File: src/rtl/rmp_entry_locator.sv
module rmp_entry_locator #(
  parameter int PA_W    = 52,
  parameter int CAP_W   = 10,
  parameter int MAX_SEG = 512
) (
  input  logic             clk,
  input  logic             rst_n,
  input  logic [PA_W-1:0]  cfg_base,
  input  logic [PA_W-1:0]  cfg_end,
  input  logic [15:0]      cfg_ctrl,
  input  logic             cfg_wr,
  input  logic             seg_cap_hard,
  input  logic [CAP_W-1:0] seg_cap,
  input  logic             req_valid,
  output logic             req_ready,
  input  logic [PA_W-1:0]  req_spa,
  output logic             mem_rd_valid,
  input  logic             mem_rd_ready,
  output logic [PA_W-1:0]  mem_rd_addr,
  input  logic             mem_rsp_valid,
  input  logic [63:0]      mem_rsp_data,
  output logic             res_valid,
  output logic [PA_W-1:0]  res_addr,
  output logic [1:0]       res_fault
);
  localparam int IDX_W = $clog2(MAX_SEG);
  localparam logic [63:0] HDR = 64'h4000;

  typedef enum logic [2:0] {S_IDLE, S_FETCH, S_WAIT, S_CALC, S_DONE} state_t;
  state_t state;

  logic [PA_W-1:0]  spa_q;
  logic [63:0]      desc_q;
  logic [IDX_W-1:0] c_idx;
  logic             c_vld;

  logic [63:0] base64, end1, span, idx_in, idx_q, off, sbase;
  logic [5:0]  lg;
  logic        seg_mode, cfg_bad, hit_in;

  assign base64   = 64'(cfg_base);
  assign end1     = 64'(cfg_end) + 64'd1;
  assign seg_mode = cfg_ctrl[0];
  assign lg       = cfg_ctrl[13:8];
  assign cfg_bad  = (|base64[12:0]) || (|end1[12:0]);
  assign span     = (end1 > base64 + HDR) ? end1 - base64 - HDR : 64'd0;
  assign idx_in   = 64'(req_spa) >> lg;
  assign idx_q    = 64'(spa_q) >> lg;
  assign off      = 64'(spa_q) - (idx_q << lg);
  assign sbase    = {12'd0, desc_q[51:20], 20'd0};
  assign hit_in   = c_vld && (c_idx == idx_in[IDX_W-1:0]);

  function automatic logic over_lim(input logic [63:0] idx);
    return (idx >= 64'(MAX_SEG)) || (seg_cap_hard && idx >= 64'(seg_cap));
  endfunction

  assign req_ready    = (state == S_IDLE);
  assign mem_rd_valid = (state == S_FETCH);
  assign res_valid    = (state == S_DONE);

  always_ff @(posedge clk or negedge rst_n) begin
    if (!rst_n) begin
      state       <= S_IDLE;
      spa_q       <= '0;
      desc_q      <= '0;
      c_idx       <= '0;
      c_vld       <= 1'b0;
      mem_rd_addr <= '0;
      res_addr    <= '0;
      res_fault   <= 2'd0;
    end else begin
      case (state)
        S_IDLE: if (req_valid) begin
          spa_q       <= req_spa;
          mem_rd_addr <= PA_W'(base64 + HDR + (idx_in << 3));
          if (seg_mode && !cfg_bad && !over_lim(idx_in) && !hit_in) state <= S_FETCH;
          else state <= S_CALC;
        end
        S_FETCH: if (mem_rd_ready) state <= S_WAIT;
        S_WAIT: if (mem_rsp_valid) begin
          desc_q <= mem_rsp_data;
          c_idx  <= idx_q[IDX_W-1:0];
          c_vld  <= 1'b1;
          state  <= S_CALC;
        end
        S_CALC: begin
          state     <= S_DONE;
          res_addr  <= '0;
          res_fault <= 2'd0;
          if (cfg_bad) res_fault <= 2'd2;
          else if (!seg_mode) begin
            if (64'(spa_q) >= (span << 8)) res_fault <= 2'd1;
            else res_addr <= PA_W'(base64 + HDR + ((64'(spa_q) >> 12) << 4));
          end else if (over_lim(idx_q)) res_fault <= 2'd3;
          else if (desc_q[19:0] == 20'd0 || off >= (64'(desc_q[19:0]) << 30)) res_fault <= 2'd1;
          else res_addr <= PA_W'(sbase + ((off >> 12) << 4));
        end
        default: state <= S_IDLE;
      endcase
      if (cfg_wr) c_vld <= 1'b0;
    end
  end

  assert_pulse_R9: assert property (@(posedge clk) disable iff (!rst_n)
    res_valid |=> !res_valid);
  assert_busy_R9: assert property (@(posedge clk) disable iff (!rst_n)
    req_valid && req_ready |=> !req_ready);
  assert_fault_zero_R9: assert property (@(posedge clk) disable iff (!rst_n)
    res_valid && res_fault != 2'd0 |-> res_addr == '0);
  assert_align_R1: assert property (@(posedge clk) disable iff (!rst_n)
    res_valid && res_fault == 2'd0 |-> res_addr[3:0] == 4'd0);
  assert_hold_R10: assert property (@(posedge clk) disable iff (!rst_n)
    mem_rd_valid && !mem_rd_ready |=> mem_rd_valid && $stable(mem_rd_addr));
  assert_rd_mode_R4: assert property (@(posedge clk) disable iff (!rst_n)
    mem_rd_valid |-> cfg_ctrl[0]);
endmodule

File: config.mk
export PLATFORM = sky130hd
export DESIGN_NAME = rmp_entry_locator
export DESIGN_NICKNAME = d
export VERILOG_FILES = /design/src/rtl/rmp_entry_locator.sv
export SDC_FILE = /design/constraint.sdc
export NUM_CORES = 2
export LEC_CHECK = 0
export BUFFER_PORTS_ARGS = -buffer_cell sky130_fd_sc_hd__buf_2
export CAP_MARGIN = 20
export CORE_MARGIN = 1.5
export CORE_UTILIZATION = 53
export CTS_CLUSTER_DIAMETER = 100
export CTS_CLUSTER_SIZE = 40
export DETAILED_ROUTE_END_ITERATION = 7
export MAX_ROUTING_LAYER = met4
export PLACE_DENSITY = 0.76
export SYNTH_ARGS = -nofsm -noshare
export SYNTH_HDL_FRONTEND = slang
export SYNTH_SLANG_ARGS = --single-unit
File: constraint.sdc
create_clock -name clk -period 8.6 [get_ports clk]
set_input_delay 1.29 -clock clk [delete_from_list [all_inputs] [get_ports clk]]
set_output_delay 1.29 -clock clk [all_outputs]
set_load 0.01 [all_outputs]
==> results.md <==
* Register bit count reported by yosys at 223
* Die height at 261 µm
* Largest family of logic cells by synthesized area: compound AO/OA/AOI/OAI gates
* Worst R2R Setup Slack at -0.56 ns
* Vias per inst at 6.43
* Setup Skew at 0.0245 ns
* Dominant cells by area after synthesis: dfrtp_1, ha_1, mux4_2
* Slew Viols, Final at 0
* Detailed Routing Iterations Pass 1 at 6
* Failing checks: setup timing
* CTS clk-pin slew, worst paths at 0.11 ns
* VDD IR max at 0.000403 V
* Worst-Skew Late Latency at 0.61 ns
* Reg-to-reg endpoint: res_addr[34]
* Met1 WL at 64500 µm
* PortBufs at 340
* Power Total at 17.1 mW
* Most frequent cells after synthesis: nand2_1, nor2_1, ha_1, a21oi_1, o21ai_0
* Place WS at -1.93 ns
* CP max stage cell: mux4_2
* EDFF count, synth at 0
* Final #Nets at 6371
* CP required at 9.09 ns
* Gate Count Post-Synth at 4428
* Leak Pwr at 23.4 nW
* Area growth from synthesis to layout at 35.9%
* PD cells at 357 mW/mm²
* Top Metal Used: met4
* Top FF cell, synth: dfrtp_1
* DP Cell Count at 6562
* Syn_area_per_cell at 7.97 µm²
* Fraction of layout cells with a size suffix above 1 at 35.5%
* Crit path max-delay family: compound AO/OA/AOI/OAI gates
* Final setup margin at -0.881 ns
* Row count at 94
* Final Non-Filler Cells at 6653
* Post-Synth Simple-Gate Area at 19.0%
* Final non-filler cell area at 0.0480 mm²
* DPL Wire Length at 138000 µm
* Largest net degree at the start of global routing at 147
* Tcrit/Tclk final at 110%
* DP Area at 0.0461 mm²
* CTS root buf: clkbuf_16
* CP max FO at 27
* Initial antenna violation count at 6
* Gr usage total at 49.3%
* Post-Synthesis Cell Area at 0.0353 mm²
* Synth top area share at 15.8%
* Cts bufs inserted at 20
* Setup-failing EPs final at 49
* CP max stage delay at 0.54 ns
* Slew headroom at 24.8%
* Tmin final at 9.48 ns
* CP endpoint kind: register
* GRT overflow at 0
* Crit path DAT at 9.97 ns
* Asr flop ratio synth at 100%
* CTS tree: yes
* Unrepaired setup endpoints after global routing: true
* 1st-iter DRT viols at 4667
* Routability cong. at 1.09
* Mapped Nets at 5036
* Mux share of post-synthesis cell area at 15.6%
* Synth Area in XOR/XNOR at 7.64%
* Worst-margin pin slew at 1.13 ns
* Met3 Wirelength at 18700 µm
* Fmax at 105 MHz
* Setup TNS at -39.34 ns
* Top cell by count, worst path: buf_4
* H-Tree Level Count at 1
* Fill cell count at 5066
* Yosys cell types at 90
* Clock sink total at 223
* Initial core utilization at 53.6%
* CP Launch Type: primary input
* Antenna viol nets, final at 0
* DRC violations left at 0
* CTS Buffer Depth at 3
* Seq/Total Area, Yosys at 15.8%
* Crit path to: res_addr[34]
* Synth area leader: dfrtp_1
* R2R depth at 45
* DIE AREA at 0.0682 mm²
* CP Launch Point: cfg_ctrl[9]
* Crit path kind: primary input to register
* Max-cap violation count at 0
* IO Count at 362
* Met2 wire len at 72500 µm
* Final Hold Fails at 0
* WP buf/inv at 9
* DR vias at 42800
* Final WL at 168000 µm
* Most common cell in the synthesized netlist: nand2_1
* Core Util, Final at 72.9%
* Worst R2R Start: spa_q[34]
* Synth Warn # at 0
* Vias in the first global route at 41300
* Core box area at 0.0659 mm²
* Compound-Gate Fraction of Synth Area at 24.3%
* Status: finished, violations left
* Die X at 261 µm
* First-pass GRT wire length at 247000 µm
* Hold Slack at 0.484 ns
* Adder-cell share of the synthesized area at 12.7%
* Hold WC Path Type: register to register
* Routed len/inst at 25.3 µm
* WP depth at 46
-- flip-flops by register name, summed over array words and instances (netlist names) --
name and count:
spa_q 52, state 3, mem_rd_addr 52, res_addr 52, c_vld 1, c_idx 9, desc_q 52, res_fault 2
-- how the worst min path moves through the flow --
stage                                from         endpoint  slack [ns]  depth (start not counted)
after global placement     mem_rd_addr[4]   mem_rd_addr[4]        0.46                          2
after floorplan                     c_vld            c_vld        0.47                          2
after global routing          res_addr[2]      res_addr[2]        0.51                          1
after detailed placement  mem_rd_addr[42]  mem_rd_addr[42]        0.47                          2
after CTS                 mem_rd_addr[42]  mem_rd_addr[42]        0.49                          2
final                     mem_rd_addr[42]  mem_rd_addr[42]        0.48                          2
-- logic make-up after synthesis --
group	after synthesis
AOI/OAI and AO/OA	1295
DFF	223
adders and majority gates	355
xor gates and xnor gates	308
muxes	401
buffers and inverters	425
and+or+nand+nor	1421
-- metal layers --
layer  vias up  global-route usage [%]
met5         -                       -
met4         0                    29.5
met1     20300                    59.8
met2      2691                    74.4
li1      19100                       -
met3       717                    11.2
-- where the power goes --
part	internal (mW)	switching [mW]	total, mW
clock network	0.508	0.612	1.12
logic	6.44	7.69	14.1
registers	1.44	0.439	1.88
-- worst reg2reg max path, delay by kind of cell (launching register included) --
family	cells	cell delay [ns]
multiplexers	5	1.72
flip-flops	1	0.51
XOR/XNOR	1	0.19
AO/OA/AOI/OAI	18	2.98
adder cells (fa/ha/maj)	2	0.47
AND/OR/NAND/NOR	11	1.91
buffers and inverters	8	1.28
-- final cells by class --
class	count	area, µm²	share of cell area (%)
diodes	12	30.0	0.0626
well taps	864	1080	2.25
multi-input cells	3780	28700	59.7
inverters	211	796	1.66
clock inverters	15	293	0.610
flip-flops and latches	223	5580	11.6
clock buffers	21	526	1.09
repair buffers	1527	11000	23.0
-- layout by cell type (no fill, tap or decap), types with 193 or more instances in the layout --
master,n
a21oi_1,310
buf_2,334
buf_4,1156
dfrtp_1,223
ha_1,346
inv_1,206
nand2_1,476
nor2_1,345
o21ai_0,256
xnor2_1,193
-- timing repair --
item | 4_1_cts | 5_1_grt
pin swaps | 31 | 20
gates resized for setup | 86 | 48
buffers inserted | 36 | 4
endpoints found under the setup margin | 49 | 49
cloned | 3 | 2
hold buffers | 0 | 0
Note: power is estimated with default switching activity, not from simulation.
